[src/rtl/intreq_pkg.sv]
package intreq_pkg;
  localparam int NCH  = 3;
  localparam int NSRC = 2 * NCH + 2;
  localparam int AW   = 8;

  typedef logic [NSRC-1:0] src_vec_t;
  typedef logic [AW-1:0]   addr_t;

  localparam addr_t A_REQ  = 8'hE9;
  localparam addr_t A_MASK = 8'hEB;
  localparam addr_t A_CLR  = 8'hEC;
  localparam addr_t A_BER  = 8'hEF;
  localparam addr_t A_PRBS = 8'hF0;
  localparam addr_t A_RCV  = 8'hF1;

  typedef struct packed {
    logic ber;
    logic prbs;
    logic rcv;
  } strobe_t;
endpackage

[src/rtl/intreq_rst_sync.sv]
module intreq_rst_sync #(
  parameter int STAGES = 2
) (
  input  logic clk_i,
  input  logic rst_ni,
  output logic rst_sync_no
);
  logic [STAGES-1:0] sync_q;

  always_ff @(posedge clk_i or negedge rst_ni) begin
    if (!rst_ni) sync_q <= '0;
    else         sync_q <= {sync_q[STAGES-2:0], 1'b1};
  end

  assign rst_sync_no = sync_q[STAGES-1];
endmodule

[src/rtl/intreq_decode.sv]
module intreq_decode
  import intreq_pkg::*;
(
  input  logic     clk_i,
  input  logic     rst_ni,
  input  logic     wr_i,
  input  addr_t    addr_i,
  input  src_vec_t wdata_i,
  input  src_vec_t req_i,
  output logic     mask_we_o,
  output src_vec_t clr_o,
  output src_vec_t rdata_o,
  output strobe_t  strobe_o
);
  strobe_t strobe_d, strobe_q;

  always_comb begin
    mask_we_o     = wr_i && (addr_i == A_MASK);
    clr_o         = (wr_i && (addr_i == A_CLR)) ? ~wdata_i : '0;
    rdata_o       = (addr_i == A_REQ) ? req_i : '0;
    strobe_d.ber  = wr_i && (addr_i == A_BER);
    strobe_d.prbs = wr_i && (addr_i == A_PRBS);
    strobe_d.rcv  = wr_i && (addr_i == A_RCV);
  end

  always_ff @(posedge clk_i or negedge rst_ni) begin
    if (!rst_ni) strobe_q <= '0;
    else         strobe_q <= strobe_d;
  end

  assign strobe_o = strobe_q;

  // strobes never overlap
  a_r7_strobe_onehot: assert property (@(posedge clk_i) disable iff (!rst_ni)
    $onehot0(strobe_q));
endmodule

[src/rtl/intreq_core.sv]
module intreq_core
  import intreq_pkg::*;
(
  input  logic     clk_i,
  input  logic     rst_ni,
  input  src_vec_t evt_i,
  input  logic     mask_we_i,
  input  src_vec_t mask_wdata_i,
  input  src_vec_t clr_i,
  output src_vec_t req_o,
  output logic     irq_oe_o
);
  src_vec_t req_d, req_q;
  src_vec_t mask_d, mask_q;

  // next-state: a set by an event overrides a same-cycle clear
  always_comb begin
    req_d  = (req_q & ~clr_i) | evt_i;
    mask_d = mask_q;
    if (mask_we_i) mask_d = mask_wdata_i;
  end

  always_ff @(posedge clk_i or negedge rst_ni) begin
    if (!rst_ni) begin
      req_q  <= '0;
      mask_q <= '1;
    end else begin
      req_q  <= req_d;
      mask_q <= mask_d;
    end
  end

  assign req_o    = req_q;
  assign irq_oe_o = |(req_q & ~mask_q);

  // every pulsed source is pending on the next cycle
  a_r2_event_latched: assert property (@(posedge clk_i) disable iff (!rst_ni)
    (|evt_i) |=> ((req_q & $past(evt_i)) == $past(evt_i)));

  // cleared bits without a concurrent event are gone on the next cycle
  a_r5_clear_drops: assert property (@(posedge clk_i) disable iff (!rst_ni)
    (|(clr_i & ~evt_i)) |=> ((req_q & $past(clr_i & ~evt_i)) == '0));

  // the mask only moves on a mask write
  a_r9_mask_hold: assert property (@(posedge clk_i) disable iff (!rst_ni)
    !mask_we_i |=> $stable(mask_q));
endmodule

[src/rtl/intreq_ctrl.sv]
module intreq_ctrl
  import intreq_pkg::*;
(
  input  logic          clk_i,
  input  logic          rst_ni,
  input  logic          bus_wr_i,
  input  logic [7:0]    bus_addr_i,
  input  logic [7:0]    bus_wdata_i,
  output logic [7:0]    bus_rdata_o,
  input  logic [2:0]    tx_frame_evt_i,
  input  logic [2:0]    rx_frame_evt_i,
  input  logic          tx_err_evt_i,
  input  logic          rx_err_evt_i,
  output logic          irq_n_o,
  output logic          irq_oe_o,
  output logic          ber_restart_o,
  output logic          prbs_reset_o,
  output logic          rcv_reset_o
);
  logic     rst_int_n;
  src_vec_t evt, req, clr;
  logic     mask_we;
  strobe_t  strobe;

  assign evt = {rx_err_evt_i, tx_err_evt_i, rx_frame_evt_i, tx_frame_evt_i};

  intreq_rst_sync #(.STAGES(2)) u_rst (
    .clk_i       (clk_i),
    .rst_ni      (rst_ni),
    .rst_sync_no (rst_int_n)
  );

  intreq_decode u_dec (
    .clk_i     (clk_i),
    .rst_ni    (rst_int_n),
    .wr_i      (bus_wr_i),
    .addr_i    (bus_addr_i),
    .wdata_i   (bus_wdata_i),
    .req_i     (req),
    .mask_we_o (mask_we),
    .clr_o     (clr),
    .rdata_o   (bus_rdata_o),
    .strobe_o  (strobe)
  );

  intreq_core u_core (
    .clk_i        (clk_i),
    .rst_ni       (rst_int_n),
    .evt_i        (evt),
    .mask_we_i    (mask_we),
    .mask_wdata_i (bus_wdata_i),
    .clr_i        (clr),
    .req_o        (req),
    .irq_oe_o     (irq_oe_o)
  );

  assign irq_n_o       = 1'b0;
  assign ber_restart_o = strobe.ber;
  assign prbs_reset_o  = strobe.prbs;
  assign rcv_reset_o   = strobe.rcv;

  // with nothing pending the pad is never driven
  a_r4_quiet_when_empty: assert property (@(posedge clk_i) disable iff (!rst_int_n)
    (req == '0) |-> !irq_oe_o);
endmodule

[config.mk]
export PLATFORM = sky130hd
export DESIGN_NAME = intreq_ctrl
export DESIGN_NICKNAME = d
export VERILOG_FILES = /design/src/rtl/intreq_pkg.sv /design/src/rtl/intreq_rst_sync.sv /design/src/rtl/intreq_decode.sv /design/src/rtl/intreq_core.sv /design/src/rtl/intreq_ctrl.sv
export SDC_FILE = /design/constraint.sdc
export NUM_CORES = 1
export LEC_CHECK = 0
export BUFFER_PORTS_ARGS = -buffer_cell sky130_fd_sc_hd__buf_2
export CORE_MARGIN = 2
export CORE_UTILIZATION = 41
export CTS_CLUSTER_SIZE = 14
export DETAILED_ROUTE_END_ITERATION = 12
export GPL_TIMING_DRIVEN = 1
export PLACE_DENSITY = 0.73
export SYNTH_ARGS = -nofsm -noshare
export SYNTH_HDL_FRONTEND = slang
export SYNTH_SLANG_ARGS = --single-unit
[constraint.sdc]
create_clock -name clk_i -period 3.85 [get_ports clk_i]
set_input_delay 0.9625 -clock clk_i [delete_from_list [all_inputs] [get_ports clk_i]]
set_output_delay 0.9625 -clock clk_i [all_outputs]
set_load 0.03 [all_outputs]
After elaboration in Yosys (flattened, before gate mapping)
Cells that the tools add are included.
- equality and inequality tests: 6
- reductions and logical operators: 6
- bitwise gates (word level): 6
- muxes and demuxes: 2
- operator list (cell ; count):
    $eq A8 B8 Y1 const B ; 6
    $not A8 Y8 ; 3
    $and A8 B8 Y8 ; 2
    $mux W8 ; 2
    $or A8 B8 Y8 ; 1
    $reduce_or A8 Y1 ; 1
    $logic_and A1 B1 Y1 ; 5
- flip-flop bits (word level): 21
- logic and storage cells: 26
- output and inout port bits: 13

Depth between registers and ports, before layout
Gate-level depths: netlist of the first run.
- depth after elaboration: 6
- mapped depth: 4
- depth with buffers taken out: 3

Cells and area by module
A second synthesis of the first run with hierarchy kept.
- cells, all modules: 104
- area, all modules: 1129.8 µm²
- by module, submodules not included (module ; cells each ; area an instance (µm²) ; seq. area each (µm²) ; times used):
    intreq_core ; 46 ; 628.1 ; 410.4 ; 1
    intreq_decode ; 53 ; 436.7 ; 75.1 ; 1
    intreq_rst_sync ; 3 ; 53.8 ; 50.0 ; 1
    intreq_ctrl ; 2 ; 11.3 ; 0.0 ; 1

Worst setup path before layout of the first run
OpenSTA, ideal clock, no wires.
- path type: input port to output port
- start: input port bus_addr_i[1]
- end: output port bus_rdata_o[0]
- arrival time: 2090 ps
- cell stages on the path: 3
- required time: 2888 ps
- slack: 797 ps
- cell sequence: nor2_1 -> nand4_1 -> nor3_1
- word-level cells in the longest chain between the ends: 2
- ends and longest elaborated chain (item ; line ; RTL):
    start, declared ; intreq_ctrl.sv:7 ; input logic [7:0] bus_addr_i,
    $eq A8 B8 Y1 ; intreq_decode.sv:20 ; rdata_o = (addr_i == A_REQ) ? req_i : '0;
    $mux W8 ; intreq_decode.sv:20 ;
    end, declared ; intreq_ctrl.sv:9 ; output logic [7:0] bus_rdata_o,
Every way passes these cells.

Final worst setup path of the first run
- start: input port bus_addr_i[2]
- end: output port bus_rdata_o[3]
Same word-level chain as after synthesis.

==> impl_metrics.tcl, run 1 <==
set metrics [dict create \
    syn-cell-area_sq_um 962 \
    leakagePower_nw 0.614 \
    sum_of_overflow_across_all_layers_after_global_routing 0 \
    cts_htree_levels 1 \
    max-cap-violations 0 \
    grt.met1_usage_pct 23.4 \
    drt_pass1_iterations 4 \
    rsz0062_at_grt "no" \
    ir_drop_uv 172 \
    postCtsResizedCells 0 \
    route.antenna.remaining_nets 0 \
    drive_above_1_share_pct 48.8 \
    tightest_slew_ns 0.761 \
    power_per_cell_area_mw_per_mm2 316 \
    cts.sink_count 21 \
    fmaxAchievable_mhz 326 \
    syn_warnings 0 \
    finalWorstPathRequiredPeriod_ns 3.07 \
    cts_made_buffers 3 \
    area_delta_synth_final_pct 25.0 \
    synth_edf_count 0 \
    coreArea_sq_mm 0.00221 \
    max-slew-margin-rel_pct 49.2 \
    routed_via_density 5.18 \
    grt_start_max_net_pins 20 \
    run_status "completed" \
    synthesis.area_per_instance_sq_um 11.6 \
    setup_total_negative_slack_ns 0 \
    postLayoutCoreUtil_pct 54.4 \
    num_rows 17 \
    grtUsageMet3_pct 2.57 \
    grt.busiest_layer "met2" \
    cts_buffer_depth 2 \
    die_width_microns 52.4 \
    route.vias.total 782 \
    setup-violations-final 0 \
    floorplan.io_pins 40 \
    grt_pass1_wl_microns 3550 \
    synth.most_common_cell "sky130_fd_sc_hd__dfrtp_1" \
    placed_cells_incl_taps 147 \
    finalNetCount 151 \
    tritoncts "done" \
    finalMaxSlewViolations 0 \
    synth_top_cell_area_share_pct 33.8 \
    netlist_instances 83 \
    synth_ff_type "sky130_fd_sc_hd__dfrtp_1" \
    cp_data_arrival_time_ns 2.11 \
    drc_errors 0 \
    synth-async-reset-ratio_pct 100 \
    grt_use_total_pct 18.3 \
    critical_path.max_fanout 10 \
    critical_path_required_ns 2.89 \
    worst_skew_pair.late_latency_ns 0.32 \
    grt_util_met2_pct 29.6 \
    critPathKind "in2out" \
    yosysSeqAreaShare_pct 55.7 \
    synthDistinctLibCells 21 \
    count_of_buffers_added_by_post_cts_timing_repair_for_setup 0 \
    synthesis.nets 110 \
    yosys-top-cells-count "sky130_fd_sc_hd__dfrtp_1 (13), sky130_fd_sc_hd__nor3_1 (9), sky130_fd_sc_hd__nor4_1 (9)" \
    dpl-instance-area_sq_mm 0.00118 \
    synth-seq-cells 21 \
    ys_top_cells_by_area "sky130_fd_sc_hd__dfrtp_1 (34%), sky130_fd_sc_hd__dfstp_2 (22%), sky130_fd_sc_hd__mux2_2 (9.4%), sky130_fd_sc_hd__o21bai_1 (6.2%), sky130_fd_sc_hd__nor4_1 (5.9%)" \
    clock-root-buffer "sky130_fd_sc_hd__clkbuf_4" \
    drt-initial-drc-count 6 \
    worst_setup_path_start_kind "primary input" \
    netlist.top_cell.by_area "sky130_fd_sc_hd__dfrtp_1" \
    n_antenna_cell 0 \
    clock-skew-final_ns 0.0109 \
    grt_antenna_before_repair 0 \
    holdWs_ns 0.312 \
    hold_viol 0 \
    routed_wire_length_per_instance_microns 14.8 \
    portbufs 38 \
    layout.cells.non_filler 151 \
    totalWireLength_microns 2230 \
    first_global_vias 778 \
    fp.dieArea_sq_mm 0.00275 \
    min_period_over_period_pct 79.7 \
    hpwlAfterDp_microns 1680 \
    initial_core_util_pct 43.5 \
    end_kind "output port" \
    clk_pin_slew_ns 0.12 \
    final_design_area_no_fill_sq_mm 0.00120 \
    hold_buffers 0 \
    hold_path.class "reg2async" \
    place_congestion 0.736 \
    fp.dieH_microns 52.4 \
]
## state kept, by name, summed over array words and instances (netlist names)
signal          count
u_rst.sync_q        2
u_core.mask_q       8
u_core.req_o        8
u_dec.strobe_o      3
## where the power goes
group,internal [mW],switching [mW],total (mW),leakage [nW]
registers,0.229,0.00602,0.235,0.218
clock network,0.0405,0.0687,0.109,0.0150
logic,0.0169,0.0184,0.0353,0.382
total,0.286,0.0931,0.379,0.614
## path summary, 6_finish.rpt
kind,startpoint,to,slack [ns],depth (start not counted)
worst max-delay path,bus_addr_i[2],bus_rdata_o[3],0.78,5
worst min-delay path,u_rst.sync_q[1],u_core.req_o[4],0.31,0
worst max register to register,u_rst.sync_q[1],u_core.req_o[3],3.06,0
worst min register to register,u_rst.sync_q[1],u_core.req_o[4],0.31,0
max in group asynchronous,u_rst.sync_q[1],u_core.req_o[3],3.06,0
min in group clk_i,u_rst.sync_q[0],u_rst.sync_q[1],0.37,0
## through the flow
stage	total power [mW]	setup WS (ns)
2_1_floorplan	0.253	0.797
3_3_place_gp	0.273	0.814
3_5_place_dp	0.274	0.775
4_1_cts	0.383	0.773
5_1_grt	0.394	0.639
6_report	0.379	0.782
## metal layers
layer	part of all wire, %	wire [microns]
met2	50	1120
met1	42	942
met3	5.4	121
met5	0	0
met4	2.2	48
## logic make-up (layout without fill, tap and decap cells)
logic type             Yosys count  count (layout)  synth area share (%)
AOI/OAI and AO/OA               12              12                  8.84
buffers and inverters           10              50                  4.29
DFF                             21              21                  55.7
muxes                            8               8                  9.36
other                            2               2                 0.781
and+or+nand+nor                 30              30                  21.1
## final cells by class
type / instances / area, sq um
clock buffers: 4 / 26.3
fillers: 228 / 1010
inverters: 8 / 30.0
multi-input cells: 52 / 385
flip-flops and latches: 21 / 536
well taps: 28 / 35.0
repair buffers: 38 / 190
## critical path, cell delays in order
cell and delay (ns):
sky130_fd_sc_hd__buf_2 0.13, sky130_fd_sc_hd__nor2_1 0.08, sky130_fd_sc_hd__nand4_1 0.36, sky130_fd_sc_hd__nor3_1 0.33, sky130_fd_sc_hd__buf_2 0.24
## cell usage in the layout, fill, tap and decap left out, types with 2 or more instances in the layout
cell	n
sky130_fd_sc_hd__buf_2	38
sky130_fd_sc_hd__clkbuf_4	3
sky130_fd_sc_hd__conb_1	2
sky130_fd_sc_hd__dfrtp_1	13
sky130_fd_sc_hd__dfstp_2	8
sky130_fd_sc_hd__inv_1	8
sky130_fd_sc_hd__mux2_2	8
sky130_fd_sc_hd__nand2_1	3
sky130_fd_sc_hd__nor3_1	9
sky130_fd_sc_hd__nor4_1	9
sky130_fd_sc_hd__o21bai_1	8
sky130_fd_sc_hd__o22ai_1	4
(Power assumes the default switching activity.)
==> inputs of run 2 (changes only) <==
Settings changed: PLACE_DENSITY 0.73 to 0.76.
Clock period 3.85 ns to 2.6 ns, I/O delays scaled along.
==> run 2 against run 1 <==
Against the previous run: clock power is 41% higher; power is 46% higher; first-iteration DRC count grew to 4.5 times the previous value; sequential share of layout area is 0.28 points lower; cell area is 0.62% higher; critical path depth is 2 lower; combinational power is 51% higher; final cell count is 0.66% higher; routed wire length is 4.6% lower; die area stayed put; non-clock buffer count is 1 higher; utilization is 0.34 points higher; critical path type is now reg2out; largest cell class unchanged; highest routed layer unchanged.
==> impl_metrics.tcl, run 2 (synthesis results as in run 1) <==
set metrics [dict create \
    run_status "completed" \
    r2r_path_end "u_core.req_o[1]" \
    cts_made_buffers 3 \
    crit-reg2reg-launch "u_rst.sync_q[1]" \
    critical_path_start "u_core.mask_q[2]" \
    place_congestion 0.783 \
    initial_core_util_pct 43.5 \
    max-slew-margin-rel_pct 50.2 \
    n_antenna_cell 0 \
    area_delta_synth_final_pct 25.7 \
    grt_antenna_before_repair 0 \
    drive_above_1_share_pct 49.2 \
    critical_path.endpoint "irq_oe_o" \
    clock_power_share_pct 27.8 \
    hold_viol 0 \
    fp.dieArea_sq_mm 0.00275 \
    setup_total_negative_slack_ns 0 \
    power.internal_mw 0.424 \
    critPathKind "reg2out" \
    leakagePower_nw 0.619 \
    grt_pass1_wl_microns 3680 \
    critical_path_required_ns 1.95 \
    hold_path.class "in2async" \
    rsz0062_at_grt "no" \
    cp_data_arrival_time_ns 1.67 \
    cts_buffer_depth 2 \
    total_switching_power_mw 0.131 \
    critical_path.max_fanout 2 \
    hpwlAfterDp_microns 1640 \
    die_width_microns 52.4 \
    drt_pass1_iterations 4 \
    finalWorstPathRequiredPeriod_ns 2.32 \
    grt_start_max_net_pins 20 \
    ff2ff_path_depth 0 \
    fill_cells 219 \
    finalMaxSlewViolations 0 \
    drc_errors 0 \
    grt_use_total_pct 18.4 \
    postCtsResizedCells 0 \
    max-cap-violations 0 \
    worst_setup_path_start_kind "flip-flop" \
    clock-skew-final_ns 0.00880 \
    cts.sink_count 21 \
    tritoncts "done" \
    worst-r2r-setup-slack_ns 1.81 \
    final_cell_mix "sky130_fd_sc_hd__buf_2 (38), sky130_fd_sc_hd__dfrtp_1 (13), sky130_fd_sc_hd__nor4_1 (9), sky130_fd_sc_hd__nor3_1 (9)" \
    seq_area_sq_um 536 \
    multiInputGateArea_sq_um 385 \
    first_global_vias 848 \
    routed_via_density 5.24 \
    switching_share_pct 23.6 \
    end_kind "output port" \
    worst_skew_pair.late_latency_ns 0.30 \
    sum_of_overflow_across_all_layers_after_global_routing 0 \
    coreArea_sq_mm 0.00221 \
    power.total_mw 0.555 \
    floorplan.io_pins 40 \
    layout_commonest_cell "sky130_fd_sc_hd__buf_2" \
    drt-initial-drc-count 27 \
    portbufs 38 \
    route.antenna.remaining_nets 0 \
    share_comb_of_total_power_pct 9.6 \
    cts_htree_levels 1 \
    fp.dieH_microns 52.4 \
    power.sequential.fraction_pct 62.7 \
    finalNetCount 152 \
    ir_drop_uv 336 \
    routed_wire_length_per_instance_microns 14.0 \
    fmaxAchievable_mhz 431 \
    min_period_over_period_pct 89.2 \
    num_rows 17 \
    power_per_cell_area_mw_per_mm2 459 \
    clk_pin_slew_ns 0.12 \
    totalWireLength_microns 2130 \
    clock-root-buffer "sky130_fd_sc_hd__clkbuf_4" \
    setup-violations-final 0 \
    route.vias.total 797 \
    tightest_slew_ns 0.747 \
]
-- run 2: cell types whose count changed in the layout (fill, tap and decap cells not counted) --
cell                    previous run  this run
sky130_fd_sc_hd__buf_4             0         1
-- run 2: power by group through the flow --
stage / logic, mW / clock network (mW) / registers (mW)
6_report: 0.0532 / 0.154 / 0.348
2_1_floorplan: 0.0235 / 0 / 0.351
4_1_cts: 0.0529 / 0.159 / 0.348
3_5_place_dp: 0.0528 / 0 / 0.354
3_3_place_gp: 0.0508 / 0 / 0.353
5_1_grt: 0.0581 / 0.178 / 0.350
-- run 2: what timing repair did --
item | 4_1_cts | 5_1_grt
endpoints found under the hold margin | 0 | 0
buffers inserted | 0 | 1
setup endpoints to repair | 0 | 4
hold buffers | 0 | 0
-- run 2: routing by layer --
metal	wire length, microns	track usage (%)
met5	0	0
met4	11	6.84
met3	126	2.86
met2	1070	30.4
met1	921	24.0
-- run 2: critical path, cell delays in order (launching register included) --
cell and delay (ns):
sky130_fd_sc_hd__dfstp_2 0.55, sky130_fd_sc_hd__o22ai_1 0.08, sky130_fd_sc_hd__or4_1 0.54, sky130_fd_sc_hd__buf_2 0.20
-- run 2: area by class of cell --
type                       instances  share of cell area, %
multi-input combinational         52                   31.9
inverter                           8                   2.48
timing repair buffer              39                   16.3
tap                               28                   2.90
sequential                        21                   44.3
clock buffer                       4                   2.17
-- run 2: worst min-delay path by stage --
stage	from	endpoint	slack, ns	cells past startpoint
6_report	rst_ni	u_rst.sync_q[1]	0.11	1
5_1_grt	rst_ni	u_rst.sync_q[0]	0.09	1
4_1_cts	rst_ni	u_rst.sync_q[1]	0.10	1
3_5_place_dp	u_rst.sync_q[1]	u_core.req_o[3]	0.34	0
3_3_place_gp	u_rst.sync_q[1]	u_core.req_o[3]	0.33	0
2_1_floorplan	u_rst.sync_q[1]	u_core.req_o[0]	0.23	0
-- run 2: per-stage QoR --
stage | cell area [sq um] | hold slack, ns | utilization (%) | instances | worst slack [ns]
5_1_grt | 1210 | 0.0914 | 54.7 | 152 | 0.213
2_1_floorplan | 962 | 0.234 | - | 83 | 0.172
3_5_place_dp | 1180 | 0.338 | 53.2 | 147 | 0.113
6_report | 1210 | 0.106 | 54.7 | 152 | 0.280
4_1_cts | 1200 | 0.104 | 54.4 | 151 | 0.110
3_3_place_gp | 1180 | 0.327 | 53.2 | 147 | 0.167
==> inputs of run 3 (changes only) <==
Settings changed: BUFFER_PORTS_ARGS -buffer_cell sky130_fd_sc_hd__buf_2 to -buffer_cell sky130_fd_sc_hd__clkbuf_2, PLACE_DENSITY 0.76 to unset, PLACE_DENSITY_LB_ADDON set to 0.08.
==> run 3 against run 2 <==
Against the previous run: first-iteration DRC count down 81%; worst setup slack better by 0.0086 ns; clock skew down 0.0022 ns; combinational power down 2%; sequential share of layout area down 0.32 points; global-route usage up 0.22 points; final cell count up 0.66%; critical path depth unchanged; register-to-register slack about the same; hold slack worse by 0.0027 ns; cell area up 0.72%.
==> impl_metrics.tcl, run 3 (synthesis results as in run 1) <==
set metrics [dict create \
    drt_pass1_iterations 3 \
    cts_made_buffers 3 \
    postCtsResizedCells 0 \
    area_delta_synth_final_pct 26.7 \
    finalMaxSlewViolations 0 \
    max-slew-margin-rel_pct 49.2 \
    worst_setup_path_start_kind "flip-flop" \
    critical_path.max_fanout 2 \
    route.vias.total 796 \
    power.internal_mw 0.422 \
    setup-violations-final 0 \
    final_cell_mix "sky130_fd_sc_hd__clkbuf_2 (38), sky130_fd_sc_hd__dfrtp_1 (13), sky130_fd_sc_hd__nor4_1 (9), sky130_fd_sc_hd__nor3_1 (9)" \
    rsz0062_at_grt "no" \
    num_rows 17 \
    grt_pass1_wl_microns 3600 \
    cts.sink_count 21 \
    hold_path.class "in2async" \
    setup_total_negative_slack_ns 0 \
    fp.dieH_microns 52.4 \
    layout_commonest_cell "sky130_fd_sc_hd__clkbuf_2" \
    sum_of_overflow_across_all_layers_after_global_routing 0 \
    min_period_over_period_pct 88.9 \
    multiInputGateArea_sq_um 385 \
    total_switching_power_mw 0.141 \
    clock-skew-final_ns 0.00657 \
    hold_viol 0 \
    power.total_mw 0.562 \
    grt_antenna_before_repair 0 \
    switching_share_pct 25.0 \
    worst_skew_pair.late_latency_ns 0.31 \
    hpwlAfterDp_microns 1600 \
    grt_start_max_net_pins 20 \
    initial_core_util_pct 43.5 \
    portbufs 38 \
    ir_drop_uv 307 \
    fmaxAchievable_mhz 433 \
    drc_errors 0 \
    totalWireLength_microns 2160 \
    first_global_vias 837 \
    max-cap-violations 0 \
    drt-initial-drc-count 5 \
    coreArea_sq_mm 0.00221 \
    end_kind "output port" \
    tightest_slew_ns 0.762 \
    clock_power_share_pct 28.8 \
    critical_path_required_ns 1.95 \
    clock-root-buffer "sky130_fd_sc_hd__clkbuf_4" \
    cts_htree_levels 1 \
    grt_use_total_pct 18.6 \
    floorplan.io_pins 40 \
    drive_above_1_share_pct 50.4 \
    cp_data_arrival_time_ns 1.66 \
    power_per_cell_area_mw_per_mm2 462 \
    tritoncts "done" \
    route.antenna.remaining_nets 0 \
    leakagePower_nw 0.624 \
    hold_buffers 0 \
    routed_wire_length_per_instance_microns 14.1 \
    die_width_microns 52.4 \
    run_status "completed" \
    clk_pin_slew_ns 0.12 \
    finalNetCount 153 \
    count_of_buffers_added_by_post_cts_timing_repair_for_setup 0 \
    power.sequential.fraction_pct 61.9 \
    critPathKind "reg2out" \
    fill_cells 222 \
    fp.dieArea_sq_mm 0.00275 \
    share_comb_of_total_power_pct 9.3 \
    finalWorstPathRequiredPeriod_ns 2.31 \
    n_antenna_cell 0 \
    seq_area_sq_um 536 \
    place_congestion 0.664 \
    cts_buffer_depth 2 \
    routed_via_density 5.20 \
]
run 3: cell types whose count changed in the layout (fill, tap and decap cells not counted), sizes merged:
cell / previous run / this run
buf: 39 / 2
clkbuf: 4 / 41
clkinv: 0 / 1
run 3: power by group through the flow:
stage / Combinational (mW) / Sequential [mW] / Clock, mW
after CTS: 0.0530 / 0.348 / 0.166
after global routing: 0.0581 / 0.350 / 0.183
final: 0.0524 / 0.348 / 0.162
after global placement: 0.0519 / 0.354 / 0
after detailed placement: 0.0527 / 0.354 / 0
after floorplan: 0.0235 / 0.351 / 0
run 3: final timing paths:
check	start	end	slack (ns)	cells past startpoint
max	u_core.mask_q[2]	irq_oe_o	0.29	3
min	rst_ni	u_rst.sync_q[1]	0.10	1
max reg2reg	u_rst.sync_q[1]	u_core.req_o[2]	1.81	0
min reg2reg	u_rst.sync_q[1]	u_dec.strobe_o[2]	0.32	0
max in group asynchronous	u_rst.sync_q[1]	u_core.req_o[2]	1.81	0
min in group clk_i	u_rst.sync_q[0]	u_rst.sync_q[1]	0.37	0
run 3: layer usage:
layer	part of all wire (%)	GRT usage (%)	vias to the layer above
met2	49	32.1	23
met4	1.6	9.40	0
met3	5.4	3.71	4
met1	44	21.6	385
met5	0	0	-
li1	-	-	384
run 3: stage by stage:
step	area, sq um	hold slack [ns]	setup slack (ns)	std cells	utilization (%)
after floorplan	962	0.234	0.172	83	-
after global placement	1190	0.340	0.373	149	53.8
after detailed placement	1190	0.337	0.345	149	53.8
after CTS	1220	0.0974	0.273	153	55.1
after global routing	1220	0.0867	0.237	153	55.1
final	1220	0.103	0.288	153	55.1
run 3: layout make-up:
type	instances	share of cell area, %
clock buffer	3	1.85
clock inverter	1	0.411
inverter	8	2.46
multi-input combinational	52	31.6
sequential	21	43.9
tap	28	2.87
timing repair buffer	40	16.8
run 3: critical path: stages, from the launching register on:
cell                       delay, ns
sky130_fd_sc_hd__dfstp_2        0.55
sky130_fd_sc_hd__o22ai_1        0.08
sky130_fd_sc_hd__or4_1          0.53
sky130_fd_sc_hd__clkbuf_2       0.20
